**src/rtl/fifo_thr_pkg.sv**
```systemverilog
package fifo_thr_pkg;

  typedef enum logic [1:0] {
    WSZ_8   = 2'd0,
    WSZ_16  = 2'd1,
    WSZ_32  = 2'd2,
    WSZ_32X = 2'd3
  } wsize_e;

  // Entries available in a queue of 'bytes' bytes for a given word size.
  function automatic int unsigned entries_for(input logic [1:0] ws, input int unsigned bytes);
    case (wsize_e'(ws))
      WSZ_8:   return bytes;
      WSZ_16:  return bytes / 2;
      default: return bytes / 4;
    endcase
  endfunction

  // Lanes kept for a given word size; upper lanes read as zero.
  function automatic logic [31:0] lane_mask(input logic [1:0] ws);
    case (wsize_e'(ws))
      WSZ_8:   return 32'h0000_00FF;
      WSZ_16:  return 32'h0000_FFFF;
      default: return 32'hFFFF_FFFF;
    endcase
  endfunction

endpackage

```
**src/rtl/fifo_store.sv**
```systemverilog
module fifo_store #(
  parameter int SLOTS = 16,
  parameter int DW    = 32,
  parameter int LW    = $clog2(SLOTS) + 1
) (
  input  logic          clk,
  input  logic          rst_n,
  input  logic          flush,
  input  logic [LW-1:0] limit,
  input  logic          push,
  input  logic [DW-1:0] push_data,
  input  logic          pop,
  output logic [DW-1:0] head,
  output logic [LW-1:0] level
);
  localparam int AW = $clog2(SLOTS);

  logic [DW-1:0] mem [SLOTS];
  logic [AW-1:0] wr_ptr, rd_ptr;
  logic [LW-1:0] cnt;

  // Pointers wrap at the active entry count, not at the physical slot count.
  function automatic logic [AW-1:0] bump(input logic [AW-1:0] p, input logic [LW-1:0] lim);
    logic [LW-1:0] nx;
    nx = LW'(p) + LW'(1);
    return (nx == lim) ? '0 : nx[AW-1:0];
  endfunction

  always_ff @(posedge clk or negedge rst_n) begin
    if (!rst_n) begin
      wr_ptr <= '0;
      rd_ptr <= '0;
      cnt    <= '0;
    end else if (flush) begin
      wr_ptr <= '0;
      rd_ptr <= '0;
      cnt    <= '0;
    end else begin
      if (push) wr_ptr <= bump(wr_ptr, limit);
      if (pop)  rd_ptr <= bump(rd_ptr, limit);
      if (push && !pop)      cnt <= cnt + LW'(1);
      else if (pop && !push) cnt <= cnt - LW'(1);
    end
  end

  always_ff @(posedge clk) begin
    if (push && !flush) mem[wr_ptr] <= push_data;
  end

  assign head  = mem[rd_ptr];
  assign level = cnt;
endmodule

```
**src/rtl/fifo_irq_thresh.sv**
```systemverilog
module fifo_irq_thresh #(
  parameter int LW    = 5,
  parameter bit IS_TX = 1'b0
) (
  input  logic          live,
  input  logic [1:0]    mode,
  input  logic [LW-1:0] level,
  input  logic [LW-1:0] limit,
  input  logic          idle,
  output logic          irq
);
  logic [LW-1:0] half;
  logic          drained;
  logic          hit;

  assign half    = limit >> 1;
  assign drained = (level == '0) && idle;

  generate
    if (IS_TX) begin : g_tx
      always_comb begin
        case (mode)
          2'd0:    hit = drained;
          2'd1:    hit = (level == '0);
          2'd2:    hit = ((limit - level) >= half);
          default: hit = (level < limit);
        endcase
      end
    end else begin : g_rx
      always_comb begin
        case (mode)
          2'd0:    hit = drained;
          2'd1:    hit = (level != '0);
          2'd2:    hit = (level >= half);
          default: hit = (level == limit);
        endcase
      end
    end
  endgenerate

  assign irq = live && hit;
endmodule

```
**src/rtl/fifo_irq_gen.sv**
```systemverilog
module fifo_irq_gen
  import fifo_thr_pkg::*;
#(
  parameter int BYTES = 16
) (
  input  logic        clk,
  input  logic        rst_n,
  input  logic        enable,
  input  logic [1:0]  word_size,
  input  logic [3:0]  irq_cfg,
  input  logic        shift_busy,
  input  logic        ovf_clr,
  input  logic        bus_wr_valid,
  input  logic [31:0] bus_wr_data,
  output logic        bus_wr_ready,
  output logic        eng_tx_valid,
  output logic [31:0] eng_tx_data,
  input  logic        eng_tx_ready,
  input  logic        eng_rx_valid,
  input  logic [31:0] eng_rx_data,
  output logic        bus_rd_valid,
  output logic [31:0] bus_rd_data,
  input  logic        bus_rd_ready,
  output logic [4:0]  tx_level,
  output logic [4:0]  rx_level,
  output logic        rx_overflow,
  output logic        tx_irq,
  output logic        rx_irq
);
  localparam int LW = $clog2(BYTES) + 1;
  localparam int DW = 32;

  logic [1:0]    ws_q;
  logic          live, flush;
  logic [LW-1:0] limit;
  logic [LW-1:0] tx_cnt, rx_cnt;
  logic [DW-1:0] tx_head, rx_head, mask;
  logic          tx_push, tx_pop, rx_push, rx_pop, rx_arrive, rx_full, ovf_set;
  logic          ovf_q;

  always_ff @(posedge clk or negedge rst_n) begin
    if (!rst_n) ws_q <= WSZ_8;
    else        ws_q <= word_size;
  end

  assign live  = enable && (word_size == ws_q);
  assign flush = !live;
  assign limit = LW'(entries_for(word_size, BYTES));
  assign mask  = lane_mask(word_size);

  assign bus_wr_ready = live && (tx_cnt < limit);
  assign eng_tx_valid = live && (tx_cnt != '0);
  assign bus_rd_valid = live && (rx_cnt != '0);

  assign tx_push   = bus_wr_valid && bus_wr_ready;
  assign tx_pop    = eng_tx_valid && eng_tx_ready;
  assign rx_pop    = bus_rd_valid && bus_rd_ready;
  assign rx_arrive = eng_rx_valid && live;
  assign rx_full   = (rx_cnt == limit);
  assign rx_push   = rx_arrive && !rx_full;
  assign ovf_set   = rx_arrive && rx_full;

  fifo_store #(.SLOTS(BYTES), .DW(DW), .LW(LW)) u_txq (
    .clk(clk), .rst_n(rst_n), .flush(flush), .limit(limit),
    .push(tx_push), .push_data(bus_wr_data), .pop(tx_pop),
    .head(tx_head), .level(tx_cnt)
  );

  fifo_store #(.SLOTS(BYTES), .DW(DW), .LW(LW)) u_rxq (
    .clk(clk), .rst_n(rst_n), .flush(flush), .limit(limit),
    .push(rx_push), .push_data(eng_rx_data), .pop(rx_pop),
    .head(rx_head), .level(rx_cnt)
  );

  fifo_irq_thresh #(.LW(LW), .IS_TX(1'b1)) u_tx_thr (
    .live(live), .mode(irq_cfg[3:2]), .level(tx_cnt), .limit(limit),
    .idle(!shift_busy), .irq(tx_irq)
  );

  fifo_irq_thresh #(.LW(LW), .IS_TX(1'b0)) u_rx_thr (
    .live(live), .mode(irq_cfg[1:0]), .level(rx_cnt), .limit(limit),
    .idle(1'b1), .irq(rx_irq)
  );

  always_ff @(posedge clk or negedge rst_n) begin
    if (!rst_n)       ovf_q <= 1'b0;
    else if (ovf_set) ovf_q <= 1'b1;
    else if (ovf_clr) ovf_q <= 1'b0;
  end

  assign eng_tx_data = tx_head & mask;
  assign bus_rd_data = rx_head & mask;
  assign tx_level    = 5'(tx_cnt);
  assign rx_level    = 5'(rx_cnt);
  assign rx_overflow = ovf_q;
endmodule

```
**config.mk**
```make
export PLATFORM = sky130hd
export DESIGN_NAME = fifo_irq_gen
export DESIGN_NICKNAME = d
export VERILOG_FILES = /design/src/rtl/fifo_thr_pkg.sv /design/src/rtl/fifo_store.sv /design/src/rtl/fifo_irq_thresh.sv /design/src/rtl/fifo_irq_gen.sv
export SDC_FILE = /design/constraint.sdc
export NUM_CORES = 1
export LEC_CHECK = 0
export BUFFER_PORTS_ARGS = -buffer_cell sky130_fd_sc_hd__buf_4
export CAP_MARGIN = 10
export CORE_ASPECT_RATIO = 1.2
export CORE_MARGIN = 10
export CORE_UTILIZATION = 45
export CTS_BUF_LIST = sky130_fd_sc_hd__clkbuf_8
export CTS_CLUSTER_DIAMETER = 120
export DETAILED_ROUTE_END_ITERATION = 10
export PLACE_DENSITY = 0.72
export SYNTH_ARGS = -nofsm -noshare
export SYNTH_HDL_FRONTEND = slang
export SYNTH_SLANG_ARGS = --single-unit
```
**constraint.sdc**
```tcl
create_clock -name clk -period 5.15 [get_ports clk]
set_input_delay 0 -clock clk [delete_from_list [all_inputs] [get_ports clk]]
set_output_delay 0 -clock clk [all_outputs]
set_load 0.03 [all_outputs]
```
==> summary.md, run 1 <==
| Metric | Value |
|---|---|
| Status | finished, final reports clean |
| Max FO, Critical Path | 14 |
| Synth Cell Area | 0.0415 sq mm |
| Type of origin of the critical path | flop |
| IO Port Bufs | 158 |
| Setup TNS Final | 0 ps |
| Final hold vios | 0 |
| Clock sinks | 1053 |
| Pleak | around 15 nW |
| Register area share after synthesis | about 76% |
| Worst hold path type | in2reg |
| Initial drt markers | between 1500 and 2000 |
| H-Tree Depth | 4 |
| PD cells | ~340 mW/mm^2 |
| Min Hold Slack | 74.0 ps |
| Post-synthesis async set-or-reset flop share | 2.75% |
| Setup ws final | 829 ps |
| Drt drc | 0 |
| Pins Over Slew Limit | 0 |
| Routed WL | 93700 um |
| Mapped Cells | between 1500 and 2000 |
| Fillcell total | 6948 |
| Vias | 20000 |
| Worst skew pair latency | 820 ps |
| Max-Cap Viols | 0 |
| Max_slew headroom | 19.6% |
| HPWL Detailed | 54700 um |
| Final period util | 83.9% |
| Synthesis-to-finish area growth | 16.3% |
| Share of cells above drive strength 1 | between 30% and 40% |
| Final Setup Violations | 0 |
| WL per Instance | 26.5 um |
| Maximum vdd drop | 303 uV |
| # rows | 121 |
| Yosys cell types | 65 |
| Number of global-route vias before repair | ~22000 |
| Starting Density | 45.5% |
| Post-synth EDFFs | 1024 |
| Hold path depth | 2 |
| First-pass GRT wire length | 141000 um |
| Reg clk slew, reported paths | 60 ps |
| Quantity of gates resized following cts | 0 |
| Synth Register Bits | 1053 |
| Worst r2r path cells | 11 |
| Maximum buffer depth of the clock tree | 3 |
| Die span in y | 353 um |
| Required time of the critical path | 5870 ps |
| CORE AREA | ~0.091 sq mm |
| Tightest Pin Transition | 1210 ps |
| Arr. time, crit path | 5040 ps |
| Mapped Avg Cell Area | 23.1 sq um |
| Worst Clk Skew | 40.5 ps |
| Nets | 2284 |
| Num CTS Buffers | 161 |
| Detail Route Antenna Nets | 0 |
| Clock root buffer | clkbuf_8 |
| Tmin final | 4320 ps |
| Largest net degree at the start of global routing | just under 90 |
| RSZ-0062 raised after global routing | no |
| Max Fclk | 0.231 GHz |
| Overflow after GRT | 0 |
| Footprint of the multi-input gates | 0.00948 sq mm |
| CP endpoint kind | flop |
| Io pins | 159 |
| Die Width | 297 um |
| Synthesized Nets | approximately 1900 |
| Routability Congestion | between 0.8 and 0.9 |
| Most used DFF post-synth | edfxtp_1 |
| Drt pass-1 iters | 5 |
| GRT Resource Usage Total | 17.8% |
| Syn. warnings | 0 |
| CTS tree | done |
| Crit Path Class | reg2reg |
| Place WS | 1190 ps |
| Die ar. | 0.105 sq mm |
| Initial antenna violation count | 5 |
| Storage element area | 0.0315 sq mm |
| Post-DR vias/cell | between 5 and 6 |
[path summary, 6_finish.rpt]
kind                                       from           endpoint  slack, ps
worst max-delay path             u_rxq.level[0]     u_rxq.level[4]        830
worst min-delay path            eng_rx_data[10]  u_rxq.mem[11][10]         70
worst max register to register   u_rxq.level[0]     u_rxq.level[4]        830
worst min register to register  u_txq.wr_ptr[0]    u_txq.wr_ptr[0]        580
max in group asynchronous                 rst_n    u_rxq.rd_ptr[1]       4680
min in group asynchronous                 rst_n     u_txq.level[4]        220
[sequential cells by signal, indices dropped and copies added, names as in the netlist]
| signal | flops |
|---|---|
| rx_overflow | 1 |
| u_rxq.level | 5 |
| u_rxq.mem | 512 |
| u_rxq.rd_ptr | 4 |
| u_rxq.wr_ptr | 4 |
| u_txq.level | 5 |
| u_txq.mem | 512 |
| u_txq.rd_ptr | 4 |
| u_txq.wr_ptr | 4 |
| ws_q | 2 |
[cells in the mapped netlist, types with 2 or more instances]
cell type,number,area share [%]
edfxtp_1,1024,74
mux4_2,320,17
and2_1,50,0.75
clkbuf_1,47,0.43
dfrtp_1,29,1.7
ha_1,26,0.78
nand2_1,26,0.24
and3_1,22,0.33
buf_2,19,0.23
buf_1,17,0.15
buf_6,16,0.43
inv_1,16,0.14
nor2_1,15,0.14
nand3_1,14,0.17
o21ai_0,13,0.16
a21oi_1,12,0.14
xnor2_1,11,0.23
mux2i_1,9,0.22
nand2b_1,9,0.14
xor2_1,9,0.19
nor3_1,6,0.072
a21o_1,5,0.091
a31oi_1,4,0.060
and4_1,4,0.084
nor2b_1,4,0.060
nor3b_1,4,0.072
o21a_1,4,0.072
o21ai_1,4,0.048
and3b_1,3,0.063
buf_4,3,0.054
o211ai_1,3,0.054
o31ai_1,3,0.054
or2_2,3,0.045
a21boi_0,2,0.036
a22oi_1,2,0.036
a2bb2oi_1,2,0.042
a31o_2,2,0.042
a41oi_1,2,0.042
fa_1,2,0.097
nand4_1,2,0.030
nor4_1,2,0.030
or3_1,2,0.030
xor2_2,2,0.078
[critical path, cell delays in order, from the launching register on]
cell and delay, ps:
dfrtp_1 480, or2_1 290, nor4_1 510, nand2b_1 510, nand2_1 270, fa_1 470
a21o_1 200, a21o_1 210, or4_1 400, o21ai_0 230, a311o_1 140, dlygate4sd3_1 550
[cell families after synthesis]
| kind of cell | Yosys count | share of synthesized area, % |
|---|---|---|
| XOR/XNOR | 23 | 0.567 |
| AND/OR/NAND/NOR | 172 | 2.39 |
| multiplexers | 329 | 17.6 |
| flip-flops | 1053 | 75.9 |
| adder cells (fa/ha/maj) | 29 | 0.905 |
| buffers and inverters | 118 | 1.44 |
| AO/OA/AOI/OAI | 72 | 1.22 |
[per-layer routing]
metal	vias up	global-route usage (%)	part of all wire (%)	routed length [um]
met5	-	0	0.011	10
met4	2	5.75	2.5	2350
met3	167	4.39	7.2	6780
met2	850	30.8	53	49600
met1	10600	21.7	37	34900
li1	8410	-	-	-
[power by group]
| part | total (W) | internal (W) | leakage (nW) | switching (W) |
|---|---|---|---|---|
| Combinational | 0.000599 | 0.000246 | 4.07 | 0.000353 |
| Sequential | 0.00943 | 0.00942 | 9.59 | 0.0000145 |
| Clock | 0.00627 | 0.00305 | 1.65 | 0.00322 |
| Total | 0.0163 | 0.0127 | 15.3 | 0.00359 |
[area by class of cell]
| type | instances | share of cell area (%) |
|---|---|---|
| clock inverter | 122 | 1.32 |
| tap | 1230 | 3.19 |
| timing repair buffer | 320 | 5.74 |
| sequential | 1053 | 65.3 |
| inverter | 16 | 0.125 |
| multi-input combinational | 625 | 19.6 |
| antenna | 2 | 0.0104 |
| clock buffer | 164 | 4.68 |
[cell usage in the layout (no fill, tap or decap), drive strengths merged, types with 3 or more instances in the layout]
cell type	Yosys	routed
nand2b	9	9
and4	4	4
nor2b	4	4
o211ai	3	3
mux2i	9	9
or2	4	4
a22oi	3	3
a21oi	12	12
mux4	320	320
o31ai	4	4
and3	22	22
and3b	3	3
a21o	5	5
ha	26	26
a31oi	4	4
nor2	15	15
clkinvlp	0	5
xnor2	11	11
clkinv	0	59
nand3	15	15
dfrtp	29	29
dlygate4sd3	0	126
nor3b	4	4
buf	55	194
clkbuf	47	164
xor2	12	12
nor3	7	7
inv	16	73
edfxtp	1024	1024
o21ai	17	17
o21a	4	4
nand2	26	26
and2	50	50
[what timing repair did]
action / in CTS / in global routing
hold buffers: 127 / 0
hold endpoints to repair: 1082 / 0
setup endpoints to repair: 0 / 0
setup buffers: 0 / 0
[per-stage QoR]
| step | cell area, sq um | instances | util (%) | power, W |
|---|---|---|---|---|
| after floorplan | 41500 | 1796 | - | 0.00985 |
| after global placement | 44100 | 3117 | 48.3 | 0.0101 |
| after detailed placement | 44100 | 3117 | 48.3 | 0.0101 |
| after CTS | 48200 | 3530 | 52.9 | 0.0165 |
| after global routing | 48200 | 3530 | 52.9 | 0.0169 |
| final | 48200 | 3532 | 52.9 | 0.0163 |
Power figures use the tool's default switching activity.
==> run 2, diff against run 1 <==
- PLACE_DENSITY: 0.72 -> 0.74
- clock period: 5.15 -> 3.55 ns (I/O delays scaled with it)
==> run 2 against run 1 <==
  * Non-clock buffer count grew 32
  * Total power grew 50%
  * Register-to-register slack lost 640 ps
  * Sequential power grew 45%
  * Global-route usage shrank 0.081 points
  * Routed wire length shrank 0.35%
  * Clock power grew 57%
  * Count of clock-buffer cells in the layout shrank 2
  * Sequential cell count is the same
  * Clock skew grew 1.8 ps
==> summary.md, run 2 (synthesized netlist as in run 1, its figures left out) <==
| Metric | Value |
|---|---|
| RSZ-0062 raised after global routing | no |
| Starting Density | 45.5% (unchanged) |
| Initial antenna violation count | 9 (+4) |
| Worst Clk Skew | 42.3 ps (+1.80 ps) |
| Routed WL | 93300 um (-0.35%) |
| Reg clk slew, reported paths | 60 ps (about the same) |
| Final hold vios | 0 (unchanged) |
| Largest net degree at the start of global routing | 50 (-43%) |
| Clock root buffer | clkbuf_8 |
| Status | finished, final reports clean |
| Combinational Power Share | 3.6% (about the same) |
| Final std cells w/o fill | 3572 (+1.1%) |
| Critical-path cell list | buf_4 -> mux4_2 -> mux4_2 -> and2_1 -> buf_4 |
| CORE AREA | 0.0911 sq mm (unchanged) |
| WL per Instance | 26.1 um (-1.5%) |
| Pleak | 15.7 nW (+2.2%) |
| Io pins | 159 (unchanged) |
| Max Fclk | between 0.2 and 0.3 GHz |
| Detail Route Antenna Nets | 0 (unchanged) |
| Die Width | 297 um (unchanged) |
| Arr. time, crit path | 3380 ps (-1660 ps) |
| Tmin final | approximately 3400 ps |
| Tightest Pin Transition | 751 ps (-456 ps) |
| Clock sinks | 1053 (unchanged) |
| Pins Over Slew Limit | 0 (unchanged) |
| Maximum buffer depth of the clock tree | 3 (unchanged) |
| Share of cells above drive strength 1 | 34.9% (+1.7 points) |
| Worst skew pair latency | 800 ps (-20 ps) |
| Overflow after GRT | 0 (unchanged) |
| CP peak stage delay | 790 ps (+240 ps) |
| Vias | 20200 (+1.1%) |
| Sequential share of power | 56.1% (-1.8 points) |
| CP max-delay cell | dfrtp_4 |
| Most frequent cells in the layout | edfxtp_1, mux4_2, buf_4 |
| Worst hold path type | in2reg |
| Final period util | 95.2% |
| Drt drc | 0 (unchanged) |
| R2r setup slk | 190 ps (-640 ps) |
| GRT Resource Usage Total | 17.7% (-0.081 points) |
| PD cells | 496 mW/mm^2 (+47%) |
| IO Port Bufs | 158 (unchanged) |
| Crit Path Class | reg2out |
| CP endpoint | bus_rd_data[31] |
| # rows | 121 (unchanged) |
| Nets | 2316 (+1.4%) |
| Clock network fraction of design power | 40.4% (+1.9 points) |
| Synthesis-to-finish area growth | 18.5% |
| Number of global-route vias before repair | 21400 (-0.54%) |
| Reg-to-Reg End | u_rxq.level[4] |
| H-Tree Depth | 4 (unchanged) |
| Int Power | 0.0191 W (+50%) |
| Post-layout util | 53.9% (+0.99 points) |
| CTS tree | done |
| Sw frac | 21.6% (-0.36 points) |
| CP endpoint kind | output pin |
| Die span in y | 353 um (unchanged) |
| Die ar. | 0.105 sq mm (unchanged) |
| Max_slew headroom | 50.0% (+30 points) |
| Post-DR vias/cell | 5.66 (about the same) |
| Drt pass-1 iters | 7 (+2) |
| Type of origin of the critical path | flop |
| Worst r2r path cells | 12 (+1) |
| Routability Congestion | 0.839 (+0.83%) |
| Final Setup Violations | 0 (unchanged) |
| Max-Cap Viols | 0 (unchanged) |
| Required time of the critical path | 3550 ps (-2320 ps) |
| Maximum vdd drop | 371 uV (+22%) |
| HPWL Detailed | 52100 um (-4.8%) |
| Largest registers | u_rxq.mem x512, u_txq.mem x512 |
| Num CTS Buffers | 161 (unchanged) |
| Placed Cells | 3155 (+1.2%) |
| Commonest non-fill, non-tap cell in the layout | edfxtp_1 |
| Quantity of gates resized following cts | 0 (unchanged) |
| NetSw | 0.00528 W (+47%) |
| Initial drt markers | 1889 (+16%) |
| Worst setup path start | u_rxq.rd_ptr[1] |
| RR Startpoint | u_rxq.level[0] |
| Max FO, Critical Path | 38 (+24) |
| First-pass GRT wire length | 140000 um (about the same) |
==> run 2: power by group through the flow <==
stage / clock network (W) / registers, W / logic [W]
finish: 0.00984 / 0.0137 / 0.000871
global route: 0.0106 / 0.0137 / 0.000937
CTS: 0.0101 / 0.0137 / 0.000867
detailed placement: 0 / 0.0139 / 0.000746
global placement: 0 / 0.0139 / 0.000716
floorplan: 0 / 0.0139 / 0.000351
==> run 2: worst min-delay path by stage <==
stage / from / endpoint / slack (ps) / depth (start not counted)
2_1_floorplan: rst_n / rx_overflow / -300 / 0
3_3_place_gp: rst_n / u_txq.level[2] / -40 / 1
3_5_place_dp: rst_n / u_txq.level[1] / -30 / 1
4_1_cts: bus_wr_data[5] / u_txq.mem[3][5] / 0.07 / 2
5_1_grt: bus_wr_data[4] / u_txq.mem[0][4] / 30 / 2
6_report: bus_wr_data[12] / u_txq.mem[4][12] / 70 / 2
==> run 2: routing by layer <==
layer	global-route usage, %	wire [um]	vias to the layer above
met3	4.93	7680	162
li1	-	-	8499
met4	5.08	1810	6
met1	22.6	35800	10600
met2	29.6	48000	932
met5	0	41	-
==> run 2: per-stage QoR <==
| step | total power, W | hold slack, ps | setup slack, ps | setup TNS, ps | instance area [sq um] |
|---|---|---|---|---|---|
| after detailed placement | 0.0147 | -30.2 | 261 | 0 | 44700 |
| final | 0.0244 | 67.9 | 169 | 0 | 49100 |
| after floorplan | 0.0143 | -296 | -844 | -54030 | 41500 |
| after global routing | 0.0252 | 34.9 | 3.04 | 0 | 49100 |
| after global placement | 0.0147 | -35.1 | 386 | 0 | 44700 |
| after CTS | 0.0246 | 0.0748 | 40.5 | 0 | 49100 |
==> run 2: repair_timing <==
item | CTS | global route
hold buffers | 119 | 0
buffers inserted | 1 | 1
endpoints found under the hold margin | 1080 | 0
endpoints found under the setup margin | 8 | 4
==> run 2: layout make-up <==
| cell class | instances | area (sq um) |
|---|---|---|
| diodes | 4 | 10.0 |
| clock buffers | 162 | 2230 |
| clock inverters | 130 | 925 |
| fillers | 6793 | 42000 |
| inverters | 16 | 60.1 |
| multi-input cells | 625 | 9490 |
| flip-flops and latches | 1053 | 31500 |
| well taps | 1230 | 1540 |
| repair buffers | 352 | 3380 |
==> run 2: critical path, delay by kind of cell, from the launching register on <==
family | cells | cell delay [ps]
mux | 2 | 850
flops | 1 | 790
buf+inv | 2 | 670
simple gates | 1 | 220
